[config.mk]
export PLATFORM = sky130hd
export DESIGN_NAME = mbank_responder
export DESIGN_NICKNAME = d
export VERILOG_FILES = /design/src/rtl/mbr_pkg.sv /design/src/rtl/mbr_match.sv /design/src/rtl/mbr_parity.sv /design/src/rtl/mbr_store.sv /design/src/rtl/mbr_seq.sv /design/src/rtl/mbank_responder.sv
export SDC_FILE = /design/constraint.sdc
export NUM_CORES = 1
export LEC_CHECK = 0
export ABC_AREA = 1
export CAP_MARGIN = 30
export CELL_PAD_IN_SITES_DETAIL_PLACEMENT = 1
export CELL_PAD_IN_SITES_GLOBAL_PLACEMENT = 2
export CORE_MARGIN = 4
export CORE_UTILIZATION = 43
export DETAILED_ROUTE_END_ITERATION = 8
export GPL_ROUTABILITY_DRIVEN = 0
export HOLD_SLACK_MARGIN = 0.02
export PLACE_DENSITY = 0.9
export SYNTH_ARGS = -nofsm -noshare
export SYNTH_HDL_FRONTEND = slang
export SYNTH_SLANG_ARGS = --single-unit
[constraint.sdc]
create_clock -name clk -period 3.8 [get_ports clk]
set_clock_uncertainty 0.05 [all_clocks]
set_input_delay 1.14 -clock clk [delete_from_list [all_inputs] [get_ports clk]]
set_output_delay 1.14 -clock clk [all_outputs]
set_load 0.03 [all_outputs]
[src/rtl/mbr_pkg.sv]
package mbr_pkg;

  typedef enum logic [3:0] {
    ST_IDLE,
    ST_ADDR,
    ST_AREL,
    ST_DATA,
    ST_ACC,
    ST_GATE,
    ST_WR,
    ST_PAR,
    ST_NEXT
  } mbr_state_t;

endpackage

[src/rtl/mbr_match.sv]
module mbr_match #(
  parameter int SEL_W = 4
) (
  input  logic [SEL_W-1:0] addr_sel,
  input  logic [SEL_W-1:0] base,
  output logic             hit
);
  assign hit = (addr_sel == base);
endmodule

[src/rtl/mbr_parity.sv]
module mbr_parity #(
  parameter int BYTES = 4
) (
  input  logic [BYTES*8-1:0] data,
  output logic [BYTES-1:0]   par
);
  for (genvar b = 0; b < BYTES; b++) begin : g_lane
    assign par[b] = ~^data[8*b +: 8];
  end
endmodule

[src/rtl/mbr_store.sv]
module mbr_store #(
  parameter int BYTES = 4,
  parameter int IDX_W = 4,
  localparam int WORDS = 1 << IDX_W,
  localparam int DW = BYTES * 8
) (
  input  logic             clk,
  input  logic             we,
  input  logic [IDX_W-1:0] idx,
  input  logic [DW-1:0]    wr_data,
  input  logic [BYTES-1:0] wr_par,
  output logic [DW-1:0]    rd_data,
  output logic [BYTES-1:0] rd_par
);
  for (genvar b = 0; b < BYTES; b++) begin : g_lane
    logic [7:0] dmem [WORDS];
    logic       pmem [WORDS];

    always_ff @(posedge clk) begin
      if (we) begin
        dmem[idx] <= wr_data[8*b +: 8];
        pmem[idx] <= wr_par[b];
      end
    end

    assign rd_data[8*b +: 8] = dmem[idx];
    assign rd_par[b]         = pmem[idx];
  end
endmodule

[src/rtl/mbr_seq.sv]
module mbr_seq
  import mbr_pkg::*;
#(
  parameter int BYTES    = 4,
  parameter int IDX_W    = 4,
  parameter int AR_DLY   = 2,
  parameter int DATA_DLY = 2,
  localparam int DW    = BYTES * 8,
  localparam int MAXD  = (AR_DLY > DATA_DLY) ? AR_DLY : DATA_DLY,
  localparam int CNT_W = $clog2(MAXD + 1)
) (
  input  logic             clk,
  input  logic             rst_n,
  input  logic             req,
  input  logic             hit,
  input  logic [IDX_W-1:0] idx,
  input  logic [BYTES-1:0] byte_we,
  input  logic [DW-1:0]    wdata,
  input  logic             abort,
  input  logic             inj,
  input  logic [DW-1:0]    mem_rd,
  input  logic             mem_bad,
  output logic [IDX_W-1:0] mem_idx,
  output logic             mem_we,
  output logic [DW-1:0]    mem_wd,
  output logic             mem_flip,
  output logic             addr_rel,
  output logic [DW-1:0]    rdata,
  output logic             data_gate,
  output logic             data_rel,
  output logic             par_err,
  output logic             par_ok,
  output logic             next_ok
);
  localparam logic [CNT_W-1:0] AR_LAST = CNT_W'(AR_DLY - 1);
  localparam logic [CNT_W-1:0] DT_LAST = CNT_W'(DATA_DLY - 1);

  mbr_state_t       state, state_n;
  logic [CNT_W-1:0] cnt, cnt_n;
  logic [IDX_W-1:0] idx_q;
  logic [BYTES-1:0] we_q;
  logic [DW-1:0]    wd_q;
  logic [DW-1:0]    old_q;
  logic             abort_q, abort_n;
  logic             inj_q;
  logic             perr_q;
  logic             cap_en, acc_en;
  logic             is_rd, is_full;

  assign cap_en  = (state == ST_IDLE) && req && hit;
  assign acc_en  = (state == ST_ACC);
  assign is_rd   = (we_q == '0);
  assign is_full = (&we_q);

  always_comb begin
    state_n = state;
    cnt_n   = cnt;
    case (state)
      ST_IDLE: begin
        if (req && hit) begin
          state_n = ST_ADDR;
          cnt_n   = '0;
        end
      end
      ST_ADDR: begin
        if (cnt == AR_LAST) begin
          state_n = ST_AREL;
          cnt_n   = '0;
        end else begin
          cnt_n = cnt + 1'b1;
        end
      end
      ST_AREL: begin
        state_n = ST_DATA;
        cnt_n   = '0;
      end
      ST_DATA: begin
        if (cnt == DT_LAST) begin
          state_n = ST_ACC;
          cnt_n   = '0;
        end else begin
          cnt_n = cnt + 1'b1;
        end
      end
      ST_ACC:  state_n = is_rd ? ST_GATE : ST_WR;
      ST_GATE: state_n = ST_PAR;
      ST_WR:   state_n = is_full ? ST_NEXT : ST_PAR;
      ST_PAR:  state_n = ST_NEXT;
      ST_NEXT: state_n = ST_IDLE;
      default: state_n = ST_IDLE;
    endcase
  end

  always_comb begin
    if (cap_en) begin
      abort_n = abort;
    end else if (state != ST_IDLE) begin
      abort_n = abort_q | abort;
    end else begin
      abort_n = abort_q;
    end
  end

  always_ff @(posedge clk or negedge rst_n) begin
    if (!rst_n) begin
      state   <= ST_IDLE;
      cnt     <= '0;
      abort_q <= 1'b0;
    end else begin
      state   <= state_n;
      cnt     <= cnt_n;
      abort_q <= abort_n;
    end
  end

  always_ff @(posedge clk or negedge rst_n) begin
    if (!rst_n) begin
      idx_q <= '0;
      we_q  <= '0;
      wd_q  <= '0;
      inj_q <= 1'b0;
    end else if (cap_en) begin
      idx_q <= idx;
      we_q  <= byte_we;
      wd_q  <= wdata;
      inj_q <= inj;
    end
  end

  always_ff @(posedge clk or negedge rst_n) begin
    if (!rst_n) begin
      old_q  <= '0;
      perr_q <= 1'b0;
    end else if (acc_en) begin
      old_q  <= mem_rd;
      perr_q <= mem_bad;
    end
  end

  for (genvar b = 0; b < BYTES; b++) begin : g_merge
    assign mem_wd[8*b +: 8] = we_q[b] ? wd_q[8*b +: 8] : old_q[8*b +: 8];
  end

  assign mem_idx   = idx_q;
  assign mem_we    = (state == ST_WR) && !(abort_q || abort);
  assign mem_flip  = inj_q;
  assign addr_rel  = (state == ST_AREL);
  assign data_gate = (state == ST_GATE);
  assign data_rel  = (state == ST_WR);
  assign par_err   = (state == ST_PAR) && perr_q;
  assign par_ok    = (state == ST_PAR) && !perr_q;
  assign next_ok   = (state == ST_NEXT);
  assign rdata     = old_q;
endmodule

[src/rtl/mbank_responder.sv]
module mbank_responder #(
  parameter int ADDR_W   = 8,
  parameter int IDX_W    = 4,
  parameter int BYTES    = 4,
  parameter int AR_DLY   = 2,
  parameter int DATA_DLY = 2,
  localparam int SEL_W = ADDR_W - IDX_W,
  localparam int DW    = BYTES * 8
) (
  input  logic              clk,
  input  logic              rst_n,
  input  logic [SEL_W-1:0]  bank_base,
  input  logic              req,
  input  logic [ADDR_W-1:0] addr,
  input  logic [BYTES-1:0]  byte_we,
  input  logic [DW-1:0]     wdata,
  input  logic              abort,
  input  logic              inj_par_err,
  output logic              addr_here,
  output logic              addr_rel,
  output logic [DW-1:0]     rdata,
  output logic              data_gate,
  output logic              data_rel,
  output logic              par_err,
  output logic              par_ok,
  output logic              next_ok
);
  logic             rst_meta, rst_core_n;
  logic [IDX_W-1:0] mem_idx;
  logic             mem_we, mem_flip, mem_bad;
  logic [DW-1:0]    mem_wd, mem_rd;
  logic [BYTES-1:0] rd_par, rd_par_gen, wr_par_gen, wr_par;

  always_ff @(posedge clk or negedge rst_n) begin
    if (!rst_n) begin
      rst_meta   <= 1'b0;
      rst_core_n <= 1'b0;
    end else begin
      rst_meta   <= 1'b1;
      rst_core_n <= rst_meta;
    end
  end

  mbr_match #(.SEL_W(SEL_W)) u_match (
    .addr_sel (addr[ADDR_W-1:IDX_W]),
    .base     (bank_base),
    .hit      (addr_here)
  );

  mbr_parity #(.BYTES(BYTES)) u_par_rd (
    .data (mem_rd),
    .par  (rd_par_gen)
  );

  mbr_parity #(.BYTES(BYTES)) u_par_wr (
    .data (mem_wd),
    .par  (wr_par_gen)
  );

  assign mem_bad = (rd_par != rd_par_gen);
  assign wr_par  = wr_par_gen ^ {{(BYTES-1){1'b0}}, mem_flip};

  mbr_store #(.BYTES(BYTES), .IDX_W(IDX_W)) u_store (
    .clk     (clk),
    .we      (mem_we),
    .idx     (mem_idx),
    .wr_data (mem_wd),
    .wr_par  (wr_par),
    .rd_data (mem_rd),
    .rd_par  (rd_par)
  );

  mbr_seq #(
    .BYTES(BYTES), .IDX_W(IDX_W), .AR_DLY(AR_DLY), .DATA_DLY(DATA_DLY)
  ) u_seq (
    .clk       (clk),
    .rst_n     (rst_core_n),
    .req       (req),
    .hit       (addr_here),
    .idx       (addr[IDX_W-1:0]),
    .byte_we   (byte_we),
    .wdata     (wdata),
    .abort     (abort),
    .inj       (inj_par_err),
    .mem_rd    (mem_rd),
    .mem_bad   (mem_bad),
    .mem_idx   (mem_idx),
    .mem_we    (mem_we),
    .mem_wd    (mem_wd),
    .mem_flip  (mem_flip),
    .addr_rel  (addr_rel),
    .rdata     (rdata),
    .data_gate (data_gate),
    .data_rel  (data_rel),
    .par_err   (par_err),
    .par_ok    (par_ok),
    .next_ok   (next_ok)
  );
endmodule

==> impl_metrics.toml, run 1 <==
[timing]
hold_viol = 0
slew_viol_final = 0
max_freq_mhz = 270
rsz0062_at_grt = "no"
tns_ns = 0
fin_crit_ns = 3.71
fin_hold_ws_ns = 0.285
worst_pin_slew_ns = 0.791
min_period_over_period_pct = 97.6
worst_slack_ns = 0.0900
setup_violations = 0
slew_headroom_pct = 47.2

[outcome]
status = "completed"

[detailed_routing]
wirelength_um = 92300
antenna_left = 0
first_iter_violations = 1784
dr.pass1.iters = 5
via_count = 21000
wire_per_inst_um = 23.9
viasPerCell = 5.44
drc_errors = 0

[final_layout]
utilization_pct = 51.3
fillers = 7020
antenna_cells = 0
multi_input_area_um2 = 7850
design_area_um2 = 33200
syn_to_final_growth_pct = 18.1
final_common_cell = "nand2_1"
final_cell_mix = "1631 x nand2_1, 576 x edfxtp_1, 96 x nand3_1"
drive_gt1_share_pct = 8.64
regArea_um2 = 19400
nNetsFinal = 3001

[yosys]
synth_fp_nets = 2839
synth_cell_type_count = 33
ys_warn_count = 0
synth_area_per_cell_um2 = 10.1
synth_seq_area_share_pct = 69.0
syn_area_um2 = 28100
ys_ff_latch = 659
synthCells = 2786

[setup_path]
critPathRequiredTime_ns = 2.61
cp_slowest_cell = "clkdlybuf4s50_1"
setup.worst_path.start_class = "primary input"
cp_max_fo = 2
arrival_ns = 2.52
end_kind = "primary output"
critical_path.max_stage_delay_ns = 0.42
path_delay_family = "buffers and inverters"
path_buf_inv = 3
timing_worst_setup_path_type = "in -> out"
crit_chain = "clkdlybuf4s50_1 > or2_2 > a2111o_1 > inv_1 > buf_4"

[floorplanning]
io_pins = 92
placementRows = 93
start_util_pct = 43.5
core_area_um2 = 64600
dieArea_um2 = 69400
die_x_um = 263
fp.dieH_um = 263

[global_route]
antenna_found_initial = 0
grt_use_total_pct = 26.3
grt_max_degree = 95
gr-total-overflow = 0
grt_pass1_vias = 22500
grt_pass1_wl_um = 138000

[placed_design]
dpl.hpwl_um = 56500
placed_area_um2 = 30700
place_ws_ns = 0.0824
io_buffers = 91

[clock_tree]
hold_buffers = 0
cts_htree_levels = 3
root_buffer = "clkbuf_16"
cts-buffers-inserted = 74
cts_setup_buffers = 0
path_clk_slew_ns = 0.06
cts.path.max_buffers = 3
cts_tree = "yes"
clock-sinks = 659
clk_latency_ns = 0.62
cts_resized = 0

[power_and_ir_drop]
power_density_nw_per_um2 = 957
peakVddDrop_mv = 0.669
p_leak_nw = 13.9

[worst_hold_path]
holdCritPathClass = "reg -> async"

[flow_run]
drv_cap = 0
per-stage QoR:
| step | instances | total power [mW] |
|---|---|---|
| CTS | 3861 | 31.5 |
| finish | 3863 | 31.7 |
| global placement | 3725 | 23.4 |
| detailed placement | 3725 | 24.1 |
| floorplan | 2786 | 18.8 |
| global route | 3863 | 33.5 |
layout make-up:
class                      count  share of cell area, %
clock inverter                33                   1.03
multi-input combinational   1920                   23.7
inverter                      87                   1.00
timing repair buffer         206                   6.22
clock buffer                 103                   6.38
sequential                   659                   58.5
tap                          855                   3.23
per-layer routing:
metal,wire length [µm],global-route usage [%],vias to the layer above
met5,0,0,-
li1,-,-,9384
met4,3370,9.42,0
met3,5850,4.72,204
met2,45600,45.0,699
met1,37400,33.6,10700
worst reg2reg max path: cells and delay by family (launching register included):
family                 cells  cell delay [ns]
buffers and inverters      3             0.98
flip-flops                 1             0.48
AND/OR/NAND/NOR           18             1.70
cell usage after synthesis:
master	count	area share, %
o21ai_0	41	0.73
dfrtp_1	83	7.4
o21a_1	1	0.027
a2111o_1	1	0.040
nand3b_1	1	0.027
o2111ai_1	1	0.031
nor4_1	2	0.045
nand3_1	97	1.7
buf_2	66	1.2
conb_1	1	0.013
o21ai_1	2	0.036
clkbuf_1	25	0.33
buf_4	11	0.29
a22oi_1	16	0.43
o31ai_1	1	0.027
a22o_1	1	0.031
edfxtp_1	576	62
nor2_1	65	0.87
nor2_4	2	0.080
xor2_1	14	0.44
buf_6	11	0.44
clkinv_1	4	0.053
nor2_2	3	0.067
a21oi_1	6	0.11
inv_2	8	0.11
nand2_1	1631	22
inv_4	1	0.022
buf_1	7	0.094
nor3_1	1	0.018
or2_2	1	0.022
nand4_1	14	0.31
inv_1	74	0.99
xnor2_1	18	0.56
power by group:
part	switching, mW	internal [mW]
clock network	2.92	4.36
logic	9.83	3.73
registers	0.474	10.4
total	13.2	18.5
cells by family after synthesis:
| logic type | after synthesis | synth area share, % |
|---|---|---|
| AO/OA/AOI/OAI | 70 | 1.46 |
| XOR/XNOR | 32 | 0.999 |
| buffers and inverters | 207 | 3.51 |
| flip-flops | 659 | 69.0 |
| other | 1 | 0.0134 |
| AND/OR/NAND/NOR | 1817 | 25.0 |
sequential cells by signal, indices dropped and copies added (netlist names):
name                 cells
u_store.g_lane.pmem     64
rst_meta                 1
u_seq.mem_flip           1
u_store.g_lane.dmem    512
u_seq.cnt                2
u_seq.mem_idx            4
u_seq.rdata             32
u_seq.abort_q            1
u_seq.perr_q             1
u_seq.we_q               4
u_seq.state              4
u_seq.wd_q              32
rst_core_n               1
final timing paths:
path	from	end	slack, ns	cells after the start
worst max-delay path	bank_base[1]	addr_here	0.09	5
worst min-delay path	rst_core_n$_DFF_PN0_	u_seq.wd_q[12]$_DFFE_PN0P_	0.29	0
worst max register to register	u_seq.mem_idx[0]$_DFFE_PN0P_	u_seq.perr_q$_DFFE_PN0P_	0.46	21
worst min register to register	rst_core_n$_DFF_PN0_	u_seq.wd_q[12]$_DFFE_PN0P_	0.29	0
max in group asynchronous	rst_core_n$_DFF_PN0_	u_seq.wd_q[5]$_DFFE_PN0P_	2.44	1
min in group clk	rst_meta$_DFF_PN0_	rst_core_n$_DFF_PN0_	0.31	0
No activity file was read; power rests on OpenSTA's default activity.
==> run 2: changes to the inputs <==
- RECOVER_POWER: unset -> 100
==> impl_metrics.toml, run 2 (synthesis results as in run 1) <==
[outcome]
status = "complete, but fails checks"
violations = "max-capacitance violations, max-slew violations"

[global_route]
grt_util_met1_pct = 33.6
grt_util_met2_pct = 45.0
grt_use_met3_pct = 4.72
gr-total-overflow = 0
busiest_layer = "met2"
grt_pass1_wl_um = 138000
grt_max_degree = 95
grt_use_total_pct = 26.3
grt_pass1_vias = 22500
antenna_found_initial = 2

[timing]
fin_crit_ns = 3.72
min_period_over_period_pct = 97.9
slew_viol_final = 60
fin_hold_ws_ns = 0.308
worst_slack_ns = 0.0798
hold_viol = 0
slew_headroom_pct = -29.8
max_freq_mhz = 269
tns_ns = 0
worst_pin_slew_ns = 1.95
setup_violations = 0
rsz0062_at_grt = "no"

[detailed_routing]
wire_per_inst_um = 23.8
via_count = 21000
drc_errors = 0
wirelength_um = 92100
first_iter_violations = 1764
viasPerCell = 5.45
antenna_left = 0
dr.pass1.iters = 5

[setup_path]
cp_max_fo = 2
critical_path.max_stage_delay_ns = 0.42
end_kind = "primary output"
arrival_ns = 2.53
timing_worst_setup_path_type = "in -> out"
critPathRequiredTime_ns = 2.61
cp_slowest_cell = "clkdlybuf4s50_1"
r2r.worst_path.cells = 6
setup.worst_path.start_class = "primary input"
crit_chain = "clkdlybuf4s50_1 > or2_2 > a2111o_1 > inv_1 > clkbuf_4"

[final_layout]
syn_to_final_growth_pct = 16.2
final_cell_mix = "1631 x nand2_1, 576 x edfxtp_1, 97 x nand3_1"
nNetsFinal = 3001
fillers = 7093
final_common_cell = "nand2_1"
final_cells = 3863
reg_top3 = "u_store.g_lane.dmem x512, u_store.g_lane.pmem x64"
largest_reg_flops = 512
utilization_pct = 50.5
drive_gt1_share_pct = 6.02
regMostFlops = "u_store.g_lane.dmem"
antenna_cells = 0

[placed_design]
dpl.hpwl_um = 56500
io_buffers = 91
place_inst = 3725
place_ws_ns = 0.0824

[floorplanning]
start_util_pct = 43.5
core_area_um2 = 64600
placementRows = 93
die_x_um = 263
io_pins = 92
dieArea_um2 = 69400
fp.dieH_um = 263

[flow_run]
drv_cap = 2

[clock_tree]
root_buffer = "clkbuf_16"
clk_latency_ns = 0.62
clock-sinks = 659
path_clk_slew_ns = 0.06
cts_htree_levels = 3
hold_buffers = 0
cts_tree = "yes"
cts-buffers-inserted = 74
cts.path.max_buffers = 3

[worst_hold_path]
holdCritPathClass = "reg -> reg"
whs_path_depth = 0

[power_and_ir_drop]
peakVddDrop_mv = 0.644
power_density_nw_per_um2 = 949
p_leak_nw = 13.7
==> run 2: stage by stage <==
step,power [mW],cell area [µm²]
2_1_floorplan,18.8,28100
3_3_place_gp,23.4,30700
3_5_place_dp,24.1,30700
4_1_cts,31.5,33100
5_1_grt,32.6,32600
6_report,30.9,32600
==> run 2: repair_timing <==
action,CTS,global route
gates resized for setup,0,1
setup buffers,0,0
endpoints found under the setup margin,0,1
==> run 2: per-layer routing <==
metal	vias to the layer above	part of all wire [%]
met4	0	3.7
met5	-	0
li1	9384	-
met1	10700	40
met2	703	49
met3	205	6.5
==> run 2: cell type report <==
| class | instances | area, µm² | area share [%] |
|---|---|---|---|
| clock buffers | 103 | 2120 | 6.49 |
| clock inverters | 33 | 340 | 1.04 |
| inverters | 87 | 332 | 1.02 |
| multi-input cells | 1920 | 7740 | 23.7 |
| flip-flops and latches | 659 | 19400 | 59.4 |
| well taps | 855 | 1070 | 3.28 |
| repair buffers | 206 | 1630 | 5.00 |
==> run 2: final timing paths <==
kind	endpoint	from	slack, ns
max	addr_here	bank_base[1]	0.08
min	rst_core_n$_DFF_PN0_	rst_meta$_DFF_PN0_	0.31
max reg2reg	u_store.g_lane[3].dmem[6][1]$_DFFE_PP_	u_seq.mem_idx[2]$_DFFE_PN0P_	0.24
min reg2reg	rst_core_n$_DFF_PN0_	rst_meta$_DFF_PN0_	0.31
max in group asynchronous	u_seq.rdata[23]$_DFFE_PN0P_	rst_core_n$_DFF_PN0_	0.95
min in group asynchronous	rst_meta$_DFF_PN0_	rst_n	0.70
==> run 2: power by group <==
group / internal (mW) / total, mW / leakage (nW) / switching, mW
clock network: 4.36 / 7.29 / 1.21 / 2.93
registers: 10.3 / 10.8 / 6.35 / 0.461
logic: 3.29 / 12.9 / 6.18 / 9.60
total: 17.9 / 30.9 / 13.7 / 13.0
==> run 2: critical path: cells and delay by family <==
kind / cells / cell delay (ns)
simple gates: 1 / 0.30
buf+inv: 3 / 0.69
compound gates: 1 / 0.40
